[src/rtl/lp_sleep_pkg.sv]
package lp_sleep_pkg;
  typedef enum logic [1:0] {
    ST_AWAKE  = 2'd0,
    ST_ENTER  = 2'd1,
    ST_ASLEEP = 2'd2,
    ST_WAKE   = 2'd3
  } slp_state_e;
endpackage

[src/rtl/lp_sleep_sync.sv]
module lp_sleep_sync #(
  parameter int   STAGES  = 2,
  parameter logic RST_VAL = 1'b0
) (
  input  logic clk_i,
  input  logic rst_ni,
  input  logic d_i,
  output logic q_o
);
  logic [STAGES-1:0] chain_q;

  always_ff @(posedge clk_i or negedge rst_ni) begin
    if (!rst_ni) chain_q <= {STAGES{RST_VAL}};
    else         chain_q <= {chain_q[STAGES-2:0], d_i};
  end

  assign q_o = chain_q[STAGES-1];
endmodule

[src/rtl/lp_sleep_fsm.sv]
module lp_sleep_fsm
  import lp_sleep_pkg::*;
#(
  parameter int ENTRY_CYC = 2,
  parameter int EXIT_CYC  = 2
) (
  input  logic       clk_i,
  input  logic       rst_ni,
  input  logic       req_s_i,
  output slp_state_e state_o,
  output logic       abort_o
);
  localparam int MAX_CYC = (ENTRY_CYC > EXIT_CYC) ? ENTRY_CYC : EXIT_CYC;
  localparam int CNT_W   = (MAX_CYC > 1) ? $clog2(MAX_CYC) : 1;
  localparam logic [CNT_W-1:0] ENTRY_LAST = CNT_W'(ENTRY_CYC - 1);
  localparam logic [CNT_W-1:0] EXIT_LAST  = CNT_W'(EXIT_CYC - 1);

  slp_state_e       state_q, state_d;
  logic [CNT_W-1:0] cnt_q, cnt_d;
  logic             abort_q;

  always_comb begin
    state_d = state_q;
    cnt_d   = cnt_q;
    unique case (state_q)
      ST_AWAKE: begin
        cnt_d = '0;
        if (req_s_i) state_d = ST_ENTER;
      end
      ST_ENTER: begin
        if (!req_s_i) begin
          state_d = ST_AWAKE;
          cnt_d   = '0;
        end else if (cnt_q == ENTRY_LAST) begin
          state_d = ST_ASLEEP;
          cnt_d   = '0;
        end else begin
          cnt_d = cnt_q + 1'b1;
        end
      end
      ST_ASLEEP: begin
        cnt_d = '0;
        if (!req_s_i) state_d = ST_WAKE;
      end
      ST_WAKE: begin
        if (req_s_i) begin
          // request returned mid-recovery: stay blocked
          state_d = ST_ASLEEP;
          cnt_d   = '0;
        end else if (cnt_q == EXIT_LAST) begin
          state_d = ST_AWAKE;
          cnt_d   = '0;
        end else begin
          cnt_d = cnt_q + 1'b1;
        end
      end
      default: begin
        state_d = ST_AWAKE;
        cnt_d   = '0;
      end
    endcase
  end

  always_ff @(posedge clk_i or negedge rst_ni) begin
    if (!rst_ni) begin
      state_q <= ST_AWAKE;
      cnt_q   <= '0;
      abort_q <= 1'b0;
    end else begin
      state_q <= state_d;
      cnt_q   <= cnt_d;
      abort_q <= (state_q == ST_ENTER) && (state_d == ST_ASLEEP);
    end
  end

  assign state_o = state_q;
  assign abort_o = abort_q;
endmodule

[src/rtl/lp_sleep_guard.sv]
module lp_sleep_guard
  import lp_sleep_pkg::*;
(
  input  logic       clk_i,
  input  logic       rst_ni,
  input  slp_state_e state_i,
  input  logic       req_s_i,
  input  logic       sel_all_i,
  input  logic       any_act_i,
  output logic       err_o
);
  logic err_q, entry_viol, recov_viol;

  assign entry_viol = sel_all_i &&
                      (((state_i == ST_AWAKE) && req_s_i) || (state_i == ST_ENTER));
  assign recov_viol = any_act_i && (state_i == ST_WAKE);

  always_ff @(posedge clk_i or negedge rst_ni) begin
    if (!rst_ni) err_q <= 1'b0;
    else         err_q <= err_q | entry_viol | recov_viol;
  end

  assign err_o = err_q;
endmodule

[src/rtl/lp_sleep_seq.sv]
module lp_sleep_seq
  import lp_sleep_pkg::*;
#(
  parameter int   SYNC_STAGES = 2,
  parameter int   ENTRY_CYC   = 2,
  parameter int   EXIT_CYC    = 2,
  parameter logic REQ_IDLE    = 1'b0
) (
  input  logic clk_i,
  input  logic rst_ni,
  input  logic sleep_req_i,
  input  logic ce_a_ni,
  input  logic ce_b_i,
  input  logic ce_c_ni,
  input  logic ads_proc_ni,
  input  logic ads_ctl_ni,
  output logic block_o,
  output logic dq_hiz_o,
  output logic abort_o,
  output logic err_o
);
  logic       req_s, sel_all, any_act;
  slp_state_e state;

  assign sel_all = !ce_a_ni && ce_b_i && !ce_c_ni;
  assign any_act = !ce_a_ni || ce_b_i || !ce_c_ni || !ads_proc_ni || !ads_ctl_ni;

  lp_sleep_sync #(.STAGES(SYNC_STAGES), .RST_VAL(REQ_IDLE)) u_sync (
    .clk_i (clk_i),
    .rst_ni(rst_ni),
    .d_i   (sleep_req_i),
    .q_o   (req_s)
  );

  lp_sleep_fsm #(.ENTRY_CYC(ENTRY_CYC), .EXIT_CYC(EXIT_CYC)) u_fsm (
    .clk_i  (clk_i),
    .rst_ni (rst_ni),
    .req_s_i(req_s),
    .state_o(state),
    .abort_o(abort_o)
  );

  lp_sleep_guard u_guard (
    .clk_i    (clk_i),
    .rst_ni   (rst_ni),
    .state_i  (state),
    .req_s_i  (req_s),
    .sel_all_i(sel_all),
    .any_act_i(any_act),
    .err_o    (err_o)
  );

  assign block_o  = (state == ST_ASLEEP) || (state == ST_WAKE);
  assign dq_hiz_o = block_o;
endmodule

[config.mk]
export PLATFORM = sky130hd
export DESIGN_NAME = lp_sleep_seq
export DESIGN_NICKNAME = d
export VERILOG_FILES = /design/src/rtl/lp_sleep_pkg.sv /design/src/rtl/lp_sleep_sync.sv /design/src/rtl/lp_sleep_fsm.sv /design/src/rtl/lp_sleep_guard.sv /design/src/rtl/lp_sleep_seq.sv
export SDC_FILE = /design/constraint.sdc
export NUM_CORES = 1
export LEC_CHECK = 0
export BUFFER_PORTS_ARGS = -buffer_cell sky130_fd_sc_hd__buf_2
export CAP_MARGIN = 20
export CELL_PAD_IN_SITES_DETAIL_PLACEMENT = 0
export CELL_PAD_IN_SITES_GLOBAL_PLACEMENT = 2
export CORE_AREA = 10 10 47 49
export CTS_CLUSTER_SIZE = 30
export DETAILED_ROUTE_END_ITERATION = 8
export DIE_AREA = 0 0 57 59
export PLACE_DENSITY_LB_ADDON = 0.1
export REMOVE_ABC_BUFFERS = 1
export SETUP_SLACK_MARGIN = 0.2
export SYNTH_ARGS = -nofsm -noshare
export SYNTH_HDL_FRONTEND = slang
export SYNTH_HIERARCHICAL = 1
export SYNTH_SLANG_ARGS = --single-unit
[constraint.sdc]
create_clock -name clk_i -period 1.65 [get_ports clk_i]
set_clock_uncertainty 0.1 [all_clocks]
set_input_delay 0.33 -clock clk_i [delete_from_list [all_inputs] [get_ports clk_i]]
set_output_delay 0.33 -clock clk_i [all_outputs]
set_load 0.03 [all_outputs]
==> results of run 1 <==
area by class of cell:
cell class              instances  share of cell area
multi-input cells              12               0.253
repair buffers                 12               0.169
clock buffers                   4              0.0682
well taps                      16              0.0519
flip-flops and latches          7               0.458
worst register-to-register path, stage by stage, from the launching register on:
cell,delay (ns)
dfrtp_2,0.45
mux2_1,0.33
a221o_1,0.29
power groups by stage:
stage	Combinational, mW	Clock (mW)	Sequential [mW]
detailed placement	0.183	0	0.260
global route	0.199	0.180	0.269
global placement	0.180	0	0.258
floorplan	0.0738	0	0.306
finish	0.183	0.154	0.260
CTS	0.186	0.159	0.258
cell usage after synthesis:
cell type and n:
dfrtp_1 7, buf_4 1, and2b_2 1, a21oi_1 1, xnor2_1 1, mux2_4 1
or2_1 1, a221o_1 1, nand4_1 1, nand2_1 1, mux2_1 1, nor3b_1 3
clkbuf_1 1
final timing paths:
path,cells past startpoint,endpoint
setup / recovery,1,block_o
hold / removal,1,u_sync/chain_q[0]$_DFF_PN0_
setup reg to reg,2,u_guard/err_o$_DFF_PN0_
hold reg to reg,0,u_sync/chain_q[1]$_DFF_PN0_
max in group asynchronous,2,u_fsm/state_o[1]$_DFF_PN0_
min in group asynchronous,2,u_sync/chain_q[0]$_DFF_PN0_
registers in the layout, summed over array words and instances (netlist names):
register,cells
u_fsm/state_o,2
u_guard/err_o,1
u_fsm/abort_o,1
u_sync/chain_q,2
u_fsm/cnt_q,1
per-stage QoR:
stage | area [µm²] | cells | utilization | hold slack [ns]
after floorplan | 273 | 19 | - | -0.0656
after global placement | 348 | 46 | 0.248 | 0.0682
after detailed placement | 348 | 46 | 0.248 | 0.0750
after CTS | 384 | 51 | 0.274 | 0.0793
after global routing | 385 | 51 | 0.275 | 0.0730
final | 385 | 51 | 0.275 | 0.0866
logic make-up after synthesis:
logic type                count (synthesis)
muxes                                     2
DFF                                       7
xor gates and xnor gates                  1
AOI/OAI and AO/OA                         2
buffers and inverters                     2
and+or+nand+nor                           7
placed cells by master, fill, tap and decap left out:
cell type | netlist | final
clkbuf_4 | 0 | 3
a221o_1 | 1 | 1
dfrtp_2 | 0 | 1
and2b_2 | 1 | 1
nor3b_1 | 3 | 3
dfrtp_1 | 7 | 6
mux2_4 | 1 | 1
dlygate4sd3_1 | 0 | 1
a21oi_1 | 1 | 1
or2_1 | 1 | 1
mux2_1 | 1 | 1
buf_2 | 0 | 11
clkbuf_1 | 1 | 1
nand2_1 | 1 | 1
xnor2_1 | 1 | 1
nand4_1 | 1 | 1
layer usage:
metal | share of wire | track usage
met5 | 0 | 0
met4 | 0 | 0.0403
met3 | 0.17 | 0.0343
met2 | 0.42 | 0.0605
met1 | 0.41 | 0.0400
timing repair:
action | CTS | global route
endpoints found under the setup margin | 0 | 2
gates resized for setup | 0 | 1
hold endpoints to repair | 7 | 0
hold buffers | 1 | 0
==> summary by stage, run 1 <==
Detailed routing
The number of optimization iterations in the first detailed-route pass is 2. The routed layout has roughly 210 vias. Dividing the detail-routed via count by the number of cells gives 4.08. For this run, design rule violations remaining after detail routing come to 0. The detailed-route wire length is around 630 µm. The post-route antenna net violation count is 0. In the final routed layout, each cell accounts on average for around 12 µm. For this block, the initial DRC count from the detailed router was 1.

Setup path
The launching point of the worst reg2reg path is u_fsm/state_o[1]$_DFF_PN0_. Counting both buffers and inverters, the worst setup path holds a total of 1. STA classifies the critical path startpoint as a register. The most critical setup path has its startpoint at u_fsm/state_o[1]$_DFF_PN0_. Data on the critical path is required at its endpoint by 1.22 ns. Data on the critical path arrives at its endpoint at 0.89 ns. For this run, the slowest stage of the critical path takes about 0.43 ns. The worst-case register-to-register setup slack is approximately 0.36 ns. The type of destination of the critical path is a primary output. The critical path in this run is classified as reg2out.

The kind of cell adding the most delay to the critical path is flip-flops. The peak fanout along the critical path is 7. On the critical path, the stage with the largest delay is an instance of dfrtp_2.

Traced cell by cell, the critical path runs through buf_2.

Pwr
The switching power as a share of total power is 0.353. The analysis attributes to cell leakage a power of about 0.18 nW. The power per cell area is 1550 nW/µm². The design draws 0.597 mW.

Of the total power, registers draw 0.435. The share of total power dissipated in the clock network is 0.259. IR analysis of the VDD net gives a maximum drop of 0.000463 V.

In this run the power spent charging and discharging nets is 0.211 mW. The internal power component is 0.386 mW. The logic gate share of total power is 0.306.

STA
The shortest period the worst path allows is 1.32 ns. The final cycle utilization of the critical path is 0.803. For the pin with the worst max-slew slack, the measured transition is 0.211 ns. The final count of hold timing violations is 0.

Setup repair after global routing left no endpoint under its margin. For this run, the top clock speed supported by timing is 755 MHz. The setup-violating endpoint count in the final report is 0. Setup total negative slack on the finished layout was measured at 0 ns. The count of final max-slew check failures was 0. Across all setup checks in the final design, the least slack found is 0.325 ns. The worst slew margin relative to its limit is 0.859.

Floorplanning
The die is 57 µm wide. The count of boundary I/O pins is 12. The count of standard-cell rows is 14. Measured along the y axis, the die boundary spans 59 µm. The initial standard-cell utilization of the core is 0.203.

The total area inside the core boundary comes to 1400 µm². The die outline area is 3360 µm².

Yosys
The biggest area consumer among synthesized cells is dfrtp_1. Of the total synthesized cell area, the portion taken by full adders, half adders and majority gates is 0. By area the synthesized netlist is led by dfrtp_1 62%, nor3b_1 7.9%, mux2_4 5.3%. The synthesized design contains 7 register bits. In the synthesized netlist, the number of instances is 21. The summed instance area of the synthesized netlist is 284 µm². The mean post-synth cell area is 13.5 µm².

The mux cell area share after synthesis is 0.0925. The Yosys step of the flow raised 6 warnings. The compound-cell area share of the yosys netlist was 0.0529. The xor-xnor portion of the synthesized cell area is 0.0308. Of the synthesized area, sequential elements account for 0.617.

By area, the combinational part of the netlist is dominated by simple AND/OR/NAND/NOR gates. The share of synthesized cell area in and, or, nand and nor gates is 0.167. The proportion of netlist area held by the largest area contributor is 0.617. The number of distinct library cells after synthesis is 13.

Status
The flow ran to the end, and the final reports show no timing, DRC or antenna violations.

Clock tree
The number of clock sinks is 7. TritonCTS built the clock tree. The number of setup buffers added after CTS is 0.

The clock buffer count from CTS is 3. Clock-pin slew was measured on the worst setup and hold paths at ~0.050 ns. The maximum level of the CTS H-tree is 1.

The clock passes through at most 2 buffers. The clock latency at the later pin of the worst-skew pair is 0.24 ns. The clock root buffer master is clkbuf_4.

Finish
The fraction of final layout cells with drive strength greater than 1 is 0.486. The footprint of the multi-input gates is around 98 µm². The post-layout net count is 44. The area used by sequential logic in the layout is ~180 µm². The layout has 168 filler cells. From synthesis to final layout, the design area changed by 35.7%.

0 antenna diodes ended up in the layout.

Global routing
Entering global routing, the biggest net connects 8 pins. The initial antenna violation count is 0. The global route total overflow is 0. The global-route wire length before repair is 1130 µm. The overall track demand over capacity in global routing is 0.0435.

The number of global-route vias before repair is 250.

Worst hold path
In this run the worst hold path is classified as in2reg. In this run the most critical hold path is launched from sleep_req_i.

Job
The total of max-cap violations is 0.

Place
The congestion estimate from routability-driven global placement came to 0.699. At the placement stage, the worst setup path has a slack of 0.140 ns. Input and output buffers added on the ports amount to 11.
(Power assumes the default switching activity.)
==> run 2, diff against run 1 <==
Clock period 1.65 ns to 1.07 ns, I/O delays scaled along.
==> run 2 against run 1 <==
Effect of this change:
- the flow now finishes with violations (negative setup slack)
- die area did not move
- worst setup slack got worse by 0.49 ns
- highest routed layer unchanged
- sequential power rose by 48%
- first-iteration DRC count did not move
- largest cell class unchanged
- sequential share of layout area fell by 11 points
- non-clock buffer count rose by 5
- combinational power rose to 3.2 times the previous value
- via count rose by 13%
- global-route usage rose by 0.56 points
- clock-buffer cell count did not move
==> summary by stage, run 2 (synthesis gave the netlist of run 1 again) <==
Floorplanning
The count of boundary I/O pins is 12 (unchanged). The count of standard-cell rows is 14 (unchanged). The total core area came to 1400 µm² (unchanged).

The die outline area is 3360 µm² (unchanged). The height of the die is 59 µm (unchanged). The die extent in x came to 57 µm (unchanged). The initial standard-cell utilization of the core is 0.203 (unchanged).

STA
The routed design could run at a clock period as short as 1.23 ns. The count of final max-slew check failures is 0 (unchanged). The worst hold slack across all endpoints is 0.216 ns (+0.129 ns). In the finished design, the share of the clock period the worst path needs comes to 1.15. Based on the critical path, the design can be clocked at up to a little over 800 MHz. The worst slew margin relative to its limit is 0.841 (-0.0184). Setup repair after global routing could not meet its margin everywhere. The worst-margin pin slew was 0.239 ns (+0.0281 ns).

The final count of hold timing violations came to 0 (unchanged). The setup-violating endpoint count in the final report was 7 (+7). The post-route worst setup slack is -0.162 ns (-0.487 ns).

Setup path
The critical path start-end classification is reg2out. The peak fanout along the critical path is 3 (-4). The end of the worst register-to-register path is u_guard/err_o$_DFF_PN0_. STA classifies the critical path endpoint as a primary output. The worst setup path is launched from a register.

The worst-case register-to-register setup slack is -0.16 ns (-0.52 ns). The worst reg2reg path depth is 2 (unchanged). The critical path data required time is 0.76 ns (-0.46 ns). In this run the critical register-to-register path is launched from u_fsm/state_o[1]$_DFF_PN0_. The endpoint arrival time on the critical path is 0.92 ns (+0.03 ns).

Clock tree
The deepest clock path buffer count came to 2 (unchanged). The TritonCTS clock tree is yes. The clock transition at the register clock pins on the worst setup and hold paths after CTS is 0.05 ns (about the same). The number of clock sinks was 7 (unchanged). The clock latency at the later pin of the worst-skew pair was 0.25 ns (about the same).

The tree is rooted in a clkbuf_4. The clock buffer count from CTS was 3 (unchanged). The maximum level of the CTS H-tree is 1 (unchanged).

Global routing
The global route total overflow is 0 (unchanged). The maximum number of pins on one net before global-route repair came to 8 (unchanged). The global-route wire length before repair is 1230 µm (+8.6%). The initial antenna violation count is 0 (unchanged). The met2 usage in global routing is 0.0713 (+0.0109).

The number of global-route vias before repair is 279 (+12%). met2 is the most crowded layer. The overall track demand over capacity in global routing is 0.0491 (+0.00559). The met3 capacity usage during global routing was 0.0258 (-0.00858). The met1 usage came to 0.0483 (+0.00830).

Finish
In the layout the commonest cells are 7 x buf_2, 7 x dfrtp_1, 5 x buf_6. The fraction of final layout cells with drive strength greater than 1 is 0.600 (+0.114). The layout overhead on the synthesized area is 75.3%. The post-layout net count is 49 (+11%).

The number of standard cells in the layout, taps in and fillers out is 56 (+9.8%). The number of antenna diodes is 0 (unchanged). The filler cell count is 147 (-13%).

Detailed routing
The number of violations reported at the end of detailed-routing iteration 0 came to 1 (unchanged). The routed wire length per instance is 12.6 µm (+1.9%). The post-detailed-route via-to-cell ratio is 4.18 (+2.5%). The number of optimization iterations in the first detailed-route pass was 2 (unchanged). The detailed-route wire length came to 704 µm (+12%). The post-detailed-route DRC marker count is 0 (unchanged). The number of vias after detailed routing is 234 (+13%). The post-route antenna net violation count is 0 (unchanged).

Place
The final weighted congestion of routability-driven global placement was 0.706 (+1.0%). The total placed cells including tap cells is 48 (+4.3%). The post-placement setup slack was -0.325 ns (-0.465 ns). The number of I/O port buffers came to 11 (unchanged).

Job
The total of max-cap violations came to 0 (unchanged).

Status
The checks that failed: negative setup slack. The flow ran to the end, but the final reports show violations.

Pwr
The maximum VDD drop came to 0.000835 V (+80%). The power per cell area came to 2410 nW/µm² (+55%). The leakage power came to 0.224 nW (+27%).

Worst hold path
The type of the most critical hold path is in2async.
==> run 2: cell types whose count changed in the layout (fill, tap and decap cells not counted), sizes merged <==
cell,previous run,this run
dlygate4sd3,1,2
buf,11,15
==> run 2: area by class of cell <==
cell class | instances | area [µm²] | share of cell area
flip-flops and latches | 7 | 175 | 0.352
repair buffers | 17 | 146 | 0.294
multi-input cells | 12 | 130 | 0.261
clock buffers | 4 | 26.3 | 0.0528
well taps | 16 | 20.0 | 0.0402
==> run 2: how the worst max path moves through the flow <==
stage / start / end / slack [ns] / cells after the start
5_1_grt: u_fsm/state_o[1]$_DFF_PN0_ / block_o / -0.23 / 2
4_1_cts: u_fsm/state_o[1]$_DFF_PN0_ / dq_hiz_o / -0.18 / 2
2_1_floorplan: u_fsm/state_o[1]$_DFF_PN0_ / u_guard/err_o$_DFF_PN0_ / -0.54 / 2
6_report: u_fsm/state_o[1]$_DFF_PN0_ / block_o / -0.16 / 2
3_3_place_gp: ce_c_ni / u_guard/err_o$_DFF_PN0_ / -0.32 / 5
3_5_place_dp: ce_c_ni / u_guard/err_o$_DFF_PN0_ / -0.32 / 5
==> run 2: report_power, final <==
group	internal [mW]	switching [mW]	total [mW]
clock	0.142	0.0943	0.236
combinational	0.334	0.243	0.578
sequential	0.325	0.0586	0.384
total	0.802	0.396	1.20
==> run 2: per-stage QoR <==
| stage | power (mW) | utilization | area, µm² | TNS (ns) |
|---|---|---|---|---|
| after floorplan | 0.585 | - | 273 | -1.03 |
| after global placement | 0.710 | 0.259 | 363 | -0.323 |
| after detailed placement | 0.716 | 0.259 | 363 | -0.325 |
| after CTS | 1.22 | 0.355 | 498 | -0.747 |
| after global routing | 1.28 | 0.355 | 498 | -1.07 |
| final | 1.20 | 0.355 | 498 | -0.630 |
==> run 2: per-layer routing <==
layer	part of all wire	wire (µm)
met1	0.45	315
met2	0.47	330
met3	0.082	58
met4	0	0
met5	0	0
==> run 2: what timing repair did <==
item / in CTS / in global routing
buffers inserted: 2 / 0
gates resized for setup: 14 / 0
hold endpoints to repair: 8 / 0
hold buffers: 2 / 0
pin swaps: 2 / 1
gates cloned: 0 / 0
setup endpoints to repair: 9 / 9
==> run 2: worst max-delay path: stages (launching register included) <==
cell and delay (ns):
dfrtp_1 0.40, buf_6 0.14, buf_6 0.13
